## config.mk

```make
export PLATFORM = sky130hd
export DESIGN_NAME = ctl_status_latch
export DESIGN_NICKNAME = d
export VERILOG_FILES = /design/src/rtl/ctl_status_pkg.sv /design/src/rtl/csr_addr_decode.sv /design/src/rtl/csr_latch_bit.sv /design/src/rtl/csr_level_track.sv /design/src/rtl/ctl_status_latch.sv
export SDC_FILE = /design/constraint.sdc
export NUM_CORES = 1
export LEC_CHECK = 0
export ABC_AREA = 1
export BUFFER_PORTS_ARGS = -buffer_cell sky130_fd_sc_hd__buf_4
export CAP_MARGIN = 40
export CORE_MARGIN = 2
export CORE_UTILIZATION = 41
export CTS_CLUSTER_DIAMETER = 150
export CTS_CLUSTER_SIZE = 12
export DETAILED_ROUTE_END_ITERATION = 8
export GPL_ROUTABILITY_DRIVEN = 0
export PLACE_DENSITY_LB_ADDON = 0.08
export SKIP_CTS_REPAIR_TIMING = 1
export SLEW_MARGIN = 20
export SYNTH_ARGS = -nofsm -noshare
export SYNTH_HDL_FRONTEND = slang
export SYNTH_SLANG_ARGS = --single-unit
```

## constraint.sdc

```tcl
create_clock -name clk -period 1.2 [get_ports clk]
set_input_delay 0.24 -clock clk [delete_from_list [all_inputs] [get_ports clk]]
set_output_delay 0.24 -clock clk [all_outputs]
set_load 0.01 [all_outputs]
```

## src/rtl/ctl_status_pkg.sv

```systemverilog
package ctl_status_pkg;
   localparam int WORD_W = 16;
   localparam int N_STB  = 16;

   localparam int B_TMO  = 15;
   localparam int B_PAR  = 14;
   localparam int B_RRQ  = 13;
   localparam int B_ALN  = 12;
   localparam int B_LED  = 11;
   localparam int B_MOT  = 10;
   localparam int B_NONE = 9;
   localparam int B_TINH = 8;
   localparam int B_FINH = 7;
   localparam int B_CLK  = 6;
   localparam int B_PIR8 = 5;
   localparam int B_PIR9 = 4;
   localparam int B_UART = 3;
   localparam int B_DISK = 2;
   localparam int B_DMA  = 1;
   localparam int B_IOF  = 0;

   // bits held by a set/clear latch
   localparam logic [WORD_W-1:0] LATCH_MASK = 16'b1111_1101_1011_0010;
   // bits that follow an input level
   localparam logic [WORD_W-1:0] LEVEL_MASK = 16'b0000_0000_0100_1101;

   typedef enum logic [3:0] {
      S_CLR_TMO, S_CLR_PAR, S_REQ_RST, S_CLR_ALN,
      S_LED_ON,  S_LED_OFF, S_MOT_ON,  S_MOT_OFF,
      S_TINH_SET, S_TINH_CLR, S_FINH_SET, S_FINH_CLR,
      S_PIR9_SET, S_PIR9_CLR, S_PIR8_SET, S_PIR8_CLR
   } strobe_e;
endpackage

```

## src/rtl/csr_addr_decode.sv

```systemverilog
module csr_addr_decode #(
   parameter int ADDR_W = 20,
   parameter logic [ADDR_W-1:0] BASE = 20'h44000,
   parameter int N_STROBE = 16,
   parameter int FIRST_OFS = 3,
   parameter int STRIDE = 4
) (
   input  logic [ADDR_W-1:0]   bus_addr,
   input  logic                bus_wr,
   input  logic                bus_rd,
   output logic [N_STROBE-1:0] strobe_o,
   output logic                read_hit_o
);
   localparam int SPAN = FIRST_OFS + STRIDE * (N_STROBE - 1);

   if (SPAN >= (1 << (ADDR_W - 1))) begin : g_bad_span
      $error("strobe span does not fit the address width");
   end
   if (STRIDE <= FIRST_OFS) begin : g_bad_stride
      $error("stride must exceed the first offset so that the read address stays free");
   end

   for (genvar g = 0; g < N_STROBE; g++) begin : g_stb
      localparam logic [ADDR_W-1:0] STB_ADDR = BASE + ADDR_W'(FIRST_OFS + STRIDE * g);
      assign strobe_o[g] = bus_wr && (bus_addr == STB_ADDR);
   end

   assign read_hit_o = bus_rd && (bus_addr == BASE);
endmodule

```

## src/rtl/csr_latch_bit.sv

```systemverilog
module csr_latch_bit #(
   parameter bit SET_PRIO = 1'b1
) (
   input  logic clk,
   input  logic rst_n,
   input  logic set_i,
   input  logic clr_i,
   output logic q_o
);
   logic q_nx;

   if (SET_PRIO) begin : g_set_first
      always_comb begin
         if (set_i)      q_nx = 1'b1;
         else if (clr_i) q_nx = 1'b0;
         else            q_nx = q_o;
      end
   end else begin : g_clr_first
      always_comb begin
         if (clr_i)      q_nx = 1'b0;
         else if (set_i) q_nx = 1'b1;
         else            q_nx = q_o;
      end
   end

   always_ff @(posedge clk) begin
      if (!rst_n) q_o <= 1'b0;
      else        q_o <= q_nx;
   end


   set_wins_chk: assert property (@(posedge clk) disable iff (!rst_n)
      (SET_PRIO && set_i) |=> q_o);


   hold_chk: assert property (@(posedge clk) disable iff (!rst_n)
      (!set_i && !clr_i) |=> (q_o == $past(q_o)));
endmodule

```

## src/rtl/csr_level_track.sv

```systemverilog
module csr_level_track #(
   parameter int STAGES = 1
) (
   input  logic clk,
   input  logic rst_n,
   input  logic d_i,
   output logic q_o
);
   if (STAGES < 1) begin : g_bad_stages
      $error("at least one stage is required");
   end

   logic [STAGES-1:0] pipe;

   always_ff @(posedge clk) begin
      if (!rst_n) pipe <= '0;
      else        pipe <= {pipe[STAGES-1:0] << 1} | {{(STAGES-1){1'b0}}, d_i};
   end

   assign q_o = pipe[STAGES-1];
endmodule

```

## src/rtl/ctl_status_latch.sv

```systemverilog
module ctl_status_latch
   import ctl_status_pkg::*;
#(
   parameter int ADDR_W = 20,
   parameter logic [ADDR_W-1:0] BASE = 20'h44000,
   parameter int CH_W = 2,
   parameter int UART_CH_A = 2,
   parameter int UART_CH_B = 3,
   parameter int LEVEL_STAGES = 1
) (
   input  logic              clk,
   input  logic              rst_n,
   input  logic [ADDR_W-1:0] bus_addr,
   input  logic              bus_wr,
   input  logic              bus_rd,
   input  logic [15:0]       bus_wdata,
   output logic [15:0]       bus_rdata,
   input  logic              bus_timeout,
   input  logic              parity_err,
   input  logic              align_trap,
   input  logic              dma_eop,
   input  logic [CH_W-1:0]   dma_chan,
   input  logic              floppy_irq,
   input  logic              clock_irq,
   input  logic              uart_irq,
   input  logic              io_fault,
   output logic              led_on,
   output logic              motor_on,
   output logic              timer_inhibit,
   output logic              fault_inhibit,
   output logic              pir8_req,
   output logic              pir9_req,
   output logic              rst_req_pulse
);
   if (UART_CH_A >= (1 << CH_W) || UART_CH_B >= (1 << CH_W)) begin : g_bad_ch
      $error("UART channel numbers do not fit the channel width");
   end
   if ((LATCH_MASK & LEVEL_MASK) != '0) begin : g_bad_mask
      $error("a bit cannot be both latched and level-tracked");
   end

   logic [N_STB-1:0]  stb;
   logic              read_hit;
   logic [WORD_W-1:0] set_v, clr_v, word;
   logic              dma_qual;
   logic              bus_wdata_unused;

   assign bus_wdata_unused = ^bus_wdata;

   csr_addr_decode #(
      .ADDR_W(ADDR_W), .BASE(BASE), .N_STROBE(N_STB), .FIRST_OFS(3), .STRIDE(4)
   ) u_dec (
      .bus_addr(bus_addr), .bus_wr(bus_wr), .bus_rd(bus_rd),
      .strobe_o(stb), .read_hit_o(read_hit)
   );

   assign dma_qual = dma_eop &&
      ((dma_chan == CH_W'(UART_CH_A)) || (dma_chan == CH_W'(UART_CH_B)));

   always_comb begin
      set_v = '0;
      clr_v = '0;
      set_v[B_TMO]  = bus_timeout;          clr_v[B_TMO]  = stb[int'(S_CLR_TMO)];
      set_v[B_PAR]  = parity_err;           clr_v[B_PAR]  = stb[int'(S_CLR_PAR)];
      set_v[B_RRQ]  = stb[int'(S_REQ_RST)];
      set_v[B_ALN]  = align_trap;           clr_v[B_ALN]  = stb[int'(S_CLR_ALN)];
      set_v[B_LED]  = stb[int'(S_LED_ON)];  clr_v[B_LED]  = stb[int'(S_LED_OFF)];
      set_v[B_MOT]  = stb[int'(S_MOT_ON)];  clr_v[B_MOT]  = stb[int'(S_MOT_OFF)];
      set_v[B_TINH] = stb[int'(S_TINH_SET)]; clr_v[B_TINH] = stb[int'(S_TINH_CLR)];
      set_v[B_FINH] = stb[int'(S_FINH_SET)]; clr_v[B_FINH] = stb[int'(S_FINH_CLR)];
      set_v[B_PIR8] = stb[int'(S_PIR8_SET)]; clr_v[B_PIR8] = stb[int'(S_PIR8_CLR)];
      set_v[B_PIR9] = stb[int'(S_PIR9_SET)]; clr_v[B_PIR9] = stb[int'(S_PIR9_CLR)];
      set_v[B_DMA]  = dma_qual;             clr_v[B_DMA]  = read_hit;
      set_v[B_CLK]  = clock_irq;
      set_v[B_UART] = uart_irq;
      set_v[B_DISK] = floppy_irq;
      set_v[B_IOF]  = io_fault;
   end

   for (genvar i = 0; i < WORD_W; i++) begin : g_bit
      if (LATCH_MASK[i]) begin : g_latch
         csr_latch_bit #(.SET_PRIO(1'b1)) u_bit (
            .clk(clk), .rst_n(rst_n), .set_i(set_v[i]), .clr_i(clr_v[i]), .q_o(word[i])
         );
      end else if (LEVEL_MASK[i]) begin : g_level
         logic clr_unused;
         assign clr_unused = clr_v[i];
         csr_level_track #(.STAGES(LEVEL_STAGES)) u_lvl (
            .clk(clk), .rst_n(rst_n), .d_i(set_v[i]), .q_o(word[i])
         );
      end else begin : g_zero
         logic sc_unused;
         assign sc_unused = set_v[i] ^ clr_v[i];
         assign word[i] = 1'b0;
      end
   end

   always_ff @(posedge clk) begin
      if (!rst_n) rst_req_pulse <= 1'b0;
      else        rst_req_pulse <= stb[int'(S_REQ_RST)];
   end

   assign bus_rdata     = read_hit ? word : '0;
   assign led_on        = word[B_LED];
   assign motor_on      = word[B_MOT];
   assign timer_inhibit = word[B_TINH];
   assign fault_inhibit = word[B_FINH];
   assign pir8_req      = word[B_PIR8];
   assign pir9_req      = word[B_PIR9];


   dma_other_chan_chk: assert property (@(posedge clk) disable iff (!rst_n)
      (dma_eop && dma_chan != CH_W'(UART_CH_A) && dma_chan != CH_W'(UART_CH_B) && !word[B_DMA])
      |=> !word[B_DMA]);


   pir8_hold_chk: assert property (@(posedge clk) disable iff (!rst_n)
      (pir8_req && !stb[int'(S_PIR8_CLR)]) |=> pir8_req);


   rst_pulse_chk: assert property (@(posedge clk) disable iff (!rst_n)
      rst_req_pulse |-> word[B_RRQ]);


   rrq_sticky_chk: assert property (@(posedge clk) disable iff (!rst_n)
      word[B_RRQ] |=> word[B_RRQ]);


   align_clr_chk: assert property (@(posedge clk) disable iff (!rst_n)
      (stb[int'(S_CLR_ALN)] && !align_trap) |=> !word[B_ALN]);


   miss_read_chk: assert property (@(posedge clk) disable iff (!rst_n)
      (bus_addr != BASE) |-> (bus_rdata == '0));
endmodule

```

=== Yosys cells after proc, flatten, opt, wreduce, memory -nomap -nowiden ===
Index checks and enable logic that the tools add are counted.

* Output and inout bits: 23
* Memory bits (read-only): 0
* Word-level logic and storage cells: 85
* Bits in latches: 0
* Memories: 0
* Register bits after elaboration: 16
* Bits in writable memories: 0

* Bitwise operators: 0
* Muxes and demuxes: 21
* Eq/ne operators: 19
* Reductions and logical operators: 29
* Order comparisons: 0
* Div/mod/pow operators: 0
* Add/sub/neg operators: 0
* Multiply operators: 0
* Shifts and indexed selects: 0

{| class="wikitable"
|+ Operators by type and width
! cell !! number
|-
| equality test 20 x 19 -> 1 bit (second input constant) || 17
|-
| 2-to-1 mux 1 bit || 20
|-
| nonzero test 2 bit || 10
|-
| logical AND 1 bit || 18
|-
| 2-to-1 mux 16 bit || 1
|-
| equality test 2 bit (second input constant) || 2
|-
| logical OR 1 bit || 1
|}

=== Depth between registers and ports, before layout ===
Gate-level depths: netlist of run 1.

* Depth in word-level cells: 4
* Mapped depth: 8

=== By module ===
A second synthesis of run 1 with hierarchy kept.

* Cells, all modules: 193
* Area total of the unflattened synthesis: 1,086.0 um2

{| class="wikitable"
|+ By module, submodules not included
! module !! area an instance (um2) !! seq. area each (um2) !! cells an instance !! times used
|-
| csr_latch_bit || 43.8 || 20.0 || 6 || 11
|-
| csr_addr_decode || 324.1 || 0.0 || 77 || 1
|-
| ctl_status_latch || 170.2 || 20.0 || 38 || 1
|-
| csr_level_track || 27.5 || 20.0 || 3 || 4
|}

=== Worst setup path before layout of run 1 ===
No wires, ideal clock.

* Path type: input to output
* From: input bus_addr[13]
* To: output bus_rdata[10]
* Data required time: 960 ps
* Data arrival time: 963 ps
* Stages on the path: 6
* Path slack: -3 ps
* Path buffers: 1
* Cell sequence: nor2_1 > nand3_1 > nor2_4 > nand3_4 > buf_12 > nor2_4

* Cells in the longest elaborated chain, start to end: 3

{| class="wikitable"
|+ RTL lines
! what !! line !! source
|-
| start: declaration || ctl_status_latch.sv:13 || <nowiki>input logic [ADDR_W-1:0] bus_addr,</nowiki>
|-
| equality test 20 x 19 -> 1 bit || csr_addr_decode.sv:28 || <nowiki>assign read_hit_o = bus_rd && (bus_addr == BASE);</nowiki>
|-
| logical AND 1 bit || csr_addr_decode.sv:28 ||
|-
| 2-to-1 mux 16 bit || ctl_status_latch.sv:103 || <nowiki>assign bus_rdata = read_hit ? word : '0;</nowiki>
|-
| end: declaration || ctl_status_latch.sv:17 || <nowiki>output logic [15:0] bus_rdata,</nowiki>
|}

Every way passes these cells.

=== Worst setup path in the final report of run 1 ===
* From: input bus_addr[8]
* To: output bus_rdata[10]

Same word-level chain as after synthesis.

==> impl_results.md, run 1 <==
* Status: finished, violations left
* Violated checks: setup timing
* Max Cap Viol at 0
* Post-layout min period at 1.43 ns
* TNS Setup at -2.97 ns
* TritonCTS clock tree: yes
* Final HPWL DP at 1940 um
* Slew Viols, Final at 0
* H-tree levels at 1
* Grt ovf at 0
* Worst EP required at 0.96 ns
* Worst Setup End Kind: output pin
* CTS Sinks at 16
* Fill cells at 218
* Root buf cell: clkbuf_4
* Final setup margin at -0.228 ns
* Crit Path Max Fanout at 6
* Final worst clock skew at 0 ns
* CP startpoint: bus_addr[8]
* Hold_sp: io_fault
* Antenna diodes at 0
* Core area at 2480 um2
* DRT Pass-1 Iters at 4
* Worst r2r path cells at 2
* Netlist cell types at 19
* Critical path's slowest cell: clkbuf_16
* Final Net Count at 275
* Worst Hold End: g_bit[0].g_level.u_lvl.q_o
* WS Path Type: input pin to output pin
* Synth Net Count at 205
* Mapped Avg Cell Area at 6.87 um2
* Clk slew on worst S/H paths at 0.09 ns
* Die area at 3020 um2
* Fin. Hold Viols at 0
* Cell count of the worst hold path at 3
* Critical R2R Capture: g_bit[4].g_latch.u_bit.q_o
* Pre-CTS setup slack at -0.253 ns
* Arr. time, crit path at 1.19 ns
* FFs w/ async S/R, synth at 0%
* Cell repeated most along the worst path: nor2_4
* CTS Buffer Depth at 2
* Vias in the first global route at 972
* Ys flop type: dfxtp_1
* RSZ-0062 raised after global routing: yes
* WL/cell at 9.85 um
* Pwr/cell area at 633 nW/um2
* Synthesized area at 1060 um2
* Hold crit path type: input pin to register
* Die height at 55.0 um
* Pin count of the biggest net entering global routing at 14
* Post-synth top area share at 30.1%
* Vias per Instance at 4.51
* Post-synth top cells: inv_1 (34), nand2_1 (34), dfxtp_1 (16), nor2_1 (16), nor2_4 (14)
* Leakage at 0.000785 uW
* Post-Syn Instances at 155
* # DRC at 0
* Reg2reg start: g_bit[4].g_latch.u_bit.q_o
* Initial antenna violation count at 0
* Synth warn at 0
* EDFF count, synth at 0
* Final Power at 1130 uW
* Worst-path cell chain: buf_6 > nor2_4 > nand3_2 > nor2_4 > nand3_4 > clkbuf_16 > nor2_4 > buf_6
* DRT antenna net count at 0
* # IOs at 73
* Crit start category: input pin
* Crit share post-route at 119%
* Routed vias at 1145
* Initial Utilization at 43.0%
* Max incr delay on CP at 0.19 ns
* Final setup vio count at 15
* Area contributors post-synth: dfxtp_1 (30%), nor2_4 (15%), inv_1 (12%), nand2_1 (12%), nor2_1 (5.6%)
* Clock buffer count from CTS at 3
* First DRT Iteration DRCs at 8
* Layout cells sized above 1 at 50.0%
* Peak supply drop at 0.000805 V
* Hold slack final at 0.127 ns
* R2R Setup Slk at 0.60 ns
* First-pass GRT wire length at 3750 um
* Post-layout util at 72.0%
* Synth-to-layout area growth at 67.6%
* PortBufs at 54
* GRT Util Overall at 17.1%
* Largest area contributor in the netlist: dfxtp_1
* Total Wirelength at 2500 um
* F_max at 700 MHz
* Register area share after synthesis at 30.1%
* Register bit total from synthesis at 16
* # rows at 18
* Clk_lat worst skew at 0.29 ns
* Die width at 55.0 um
stage by stage:
| step | cells | area, um2 |
|---|---|---|
| 4_1_cts | 253 | 1620 |
| 5_1_grt | 254 | 1780 |
| 6_report | 254 | 1780 |
| 3_3_place_gp | 249 | 1590 |
| 3_5_place_dp | 249 | 1590 |
| 2_1_floorplan | 155 | 1060 |
metal layers:
layer  global-route usage (%)  routed length [um]
met1                     18.3                1020
met2                     31.9                1280
met3                     4.84                 169
met4                     5.69                  35
met5                        0                   0
worst max-delay path by stage:
stage	endpoint	slack, ns	cells past startpoint
3_3_place_gp	bus_rdata[15]	-0.23	8
2_1_floorplan	bus_rdata[10]	-0.003	6
6_report	bus_rdata[10]	-0.23	8
5_1_grt	bus_rdata[7]	-0.31	8
3_5_place_dp	bus_rdata[2]	-0.25	8
4_1_cts	bus_rdata[2]	-0.25	8
flip-flops by register name (all words and copies together) (netlist names):
| register | count |
|---|---|
| g_bit.g_level.u_lvl.q_o | 4 |
| g_bit.g_latch.u_bit.q_o | 11 |
| rst_req_pulse | 1 |
placed cells by master (no fill, tap or decap), drive strengths merged:
cell    Yosys  final
nor2       35     35
nand3b      1      1
buf         2     67
inv        40     40
a21oi       7      7
o21ai       4      4
dfxtp      16     16
nand3      11     11
nand4       2      2
conb        1      1
nand2      35     35
clkbuf      1      5
cell families (layout without fill, tap and decap cells):
logic type      Yosys count  count (layout)  synth area share (%)
simple gates             84              84                  47.4
buf+inv                  43             112                  17.0
flops                    16              16                  30.1
compound gates           11              11                  5.17
other cells               1               1                 0.352
critical path, delay by kind of cell:
kind	cells	cell delay, ns
buf+inv	3	0.39
simple gates	5	0.55
layout make-up:
class | count | area [um2] | area share, %
timing repair buffer | 68 | 612 | 34.3
multi-input combinational | 96 | 628 | 35.2
tap | 30 | 37.5 | 2.10
inverter | 40 | 150 | 8.42
clock buffer | 4 | 36.3 | 2.03
sequential | 16 | 320 | 18.0
report_power, final:
group	internal, uW	leakage (uW)	switching, uW	total [uW]
Sequential	547	0.000131	5.49	553
Combinational	119	0.000632	100	219
Clock	185	0.0000210	172	356
Power figures use the tool's default switching activity.
==> run 2: changes to the inputs <==
--- a/config.mk
+++ b/config.mk
@@ -9,7 +9,8 @@
 export BUFFER_PORTS_ARGS = -buffer_cell sky130_fd_sc_hd__buf_4
 export CAP_MARGIN = 40
 export CORE_MARGIN = 2
-export CORE_UTILIZATION = 41
+export CORE_UTILIZATION = 42
+export CTS_BUF_LIST = sky130_fd_sc_hd__clkbuf_8
 export CTS_CLUSTER_DIAMETER = 150
 export CTS_CLUSTER_SIZE = 12
 export DETAILED_ROUTE_END_ITERATION = 8
==> impl_results.md, run 2 (same netlist as run 1, synthesis figures left out) <==
* Initial antenna violation count at 0 (unchanged)
* Antenna diodes at 0 (unchanged)
* Most common cell after layout, fill and taps aside: buf_4
* GRT Util Overall at 17.6% (+0.50 points)
* Crit start category: input pin
* Biggest registers after layout: g_bit.g_latch.u_bit.q_o x11, g_bit.g_level.u_lvl.q_o x4, rst_req_pulse x1
* Largest Register: g_bit.g_latch.u_bit.q_o
* Violated checks: setup timing
* Post-Layout Cell Count at 255 (+0.39%)
* DRT Pass-1 Iters at 4 (unchanged)
* Fin. Hold Viols at 0 (unchanged)
* Post-layout min period at 1.40 ns (-0.0289 ns)
* Max FFs per register at 11 (unchanged)
* Leakage at 0.000797 uW (+1.6%)
* Core area at 2430 um2 (-1.8%)
* Die height at 54.4 um (-1.1%)
* Final setup vio count at 15 (unchanged)
* Routed vias at 1134 (-0.96%)
* Synth-to-layout area growth at 69.7%
* CTS Sinks at 16 (unchanged)
* Crit Path Max Fanout at 7 (+1)
* Most frequent cells in the layout: buf_4 (50), inv_1 (34), nand2_1 (34)
* Pin count of the biggest net entering global routing at 16 (+2)
* Peak supply drop at 0.00117 V (+45%)
* Initial Utilization at 43.8% (+0.80 points)
* H-tree levels at 1 (unchanged)
* Post-layout util at 74.3% (+2.3 points)
* Hold crit path type: input pin to register
* Root buf cell: clkbuf_8
* Arr. time, crit path at 1.16 ns (-0.03 ns)
* WL/cell at 10.2 um (+3.6%)
* First-pass GRT wire length at 3750 um (unchanged)
* # DRC at 0 (unchanged)
* Slew Viols, Final at 0 (unchanged)
* Final setup margin at -0.199 ns (+0.0289 ns)
* Status: finished, violations left
* Dpl cells at 250 (+0.40%)
* M2 GR Usage at 35.3% (+3.4 points)
* F_max at 715 MHz (+2.1%)
* CTS Buffer Depth at 2 (unchanged)
* Final Net Count at 276 (+0.36%)
* Final worst clock skew at 0 ns (unchanged)
* Clk slew on worst S/H paths at 0.06 ns (-0.03 ns)
* Vias per Instance at 4.45 (-1.3%)
* Grt peak-use layer: met2
* Crit share post-route at 117% (-2.4 points)
* Hold slack final at 0.177 ns (+0.0495 ns)
* Met1 usage at 17.2% (-1.0 points)
* First DRT Iteration DRCs at 16 (+8)
* Met3 GRT Util at 6.01% (+1.2 points)
* Die area at 2950 um2 (-2.2%)
* RSZ-0062 raised after global routing: yes
* Die width at 54.4 um (-1.1%)
* PortBufs at 54 (unchanged)
* Grt ovf at 0 (unchanged)
* Worst EP required at 0.96 ns (about the same)
* DRT antenna net count at 0 (unchanged)
* Pwr/cell area at 689 nW/um2 (+8.9%)
* # rows at 18 (unchanged)
* Layout cells sized above 1 at 50.2% (+0.22 points)
* # IOs at 73 (unchanged)
* Max Cap Viol at 0 (unchanged)
* Vias in the first global route at 985 (+1.3%)
* WS Path Type: input pin to output pin
* Clock buffer count from CTS at 3 (unchanged)
* Clk_lat worst skew at 0.24 ns (-0.05 ns)
* Final HPWL DP at 2000 um (+3.5%)
* Total Wirelength at 2600 um (+4.0%)
* Worst Setup End Kind: output pin
* TritonCTS clock tree: yes
==> run 2: cell count changes in the layout (fill, tap and decap cells not counted), sizes merged <==
| cell | previous run | this run |
|---|---|---|
| buf | 67 | 68 |
==> run 2: layout make-up <==
cell class	instances	area (um2)
Multi-Input combinational cell	96	628
Timing Repair Buffer	69	616
Sequential cell	16	320
Clock buffer	4	55.1
Inverter	40	150
Tap cell	30	37.5
Fill cell	197	626
==> run 2: path summary, 6_finish.rpt <==
| path | slack, ns | depth (start not counted) | start | end |
|---|---|---|---|---|
| worst min-delay path | 0.18 | 3 | clock_irq | g_bit[6].g_level.u_lvl.q_o |
| worst max register to register | 0.57 | 2 | g_bit[8].g_latch.u_bit.q_o | g_bit[8].g_latch.u_bit.q_o |
| worst min register to register | 0.45 | 2 | g_bit[13].g_latch.u_bit.q_o | g_bit[13].g_latch.u_bit.q_o |
| worst max-delay path | -0.20 | 8 | bus_addr[7] | bus_rdata[8] |
==> run 2: through the flow <==
stage	instance area [um2]	total power, uW	setup slack [ns]	TNS [ns]
2_1_floorplan	1060	642	-0.00266	-0.0266
3_3_place_gp	1590	761	-0.229	-3.18
3_5_place_dp	1590	771	-0.239	-3.65
4_1_cts	1650	1240	-0.240	-3.27
5_1_grt	1810	1320	-0.283	-3.96
6_report	1810	1240	-0.199	-2.72
==> run 2: report_power, final <==
| part | total [uW] | switching (uW) | internal [uW] |
|---|---|---|---|
| sequential | 554 | 6.28 | 548 |
| combinational | 228 | 104 | 125 |
| clock | 462 | 171 | 291 |
| total | 1240 | 281 | 963 |
==> run 2: layer usage <==
layer  up-vias  wire length, um
li1        589                -
met5         -                0
met3         0              148
met4         0                0
met1       512              970
met2        33             1480
==> run 2: worst max-delay path, stage by stage <==
cell and delay [ns]:
buf_4 0.12, nor2_4 0.11, nand2_2 0.08, nor2_4 0.13, nand3_4 0.11, clkbuf_16 0.19, nor2_4 0.08, buf_6 0.10
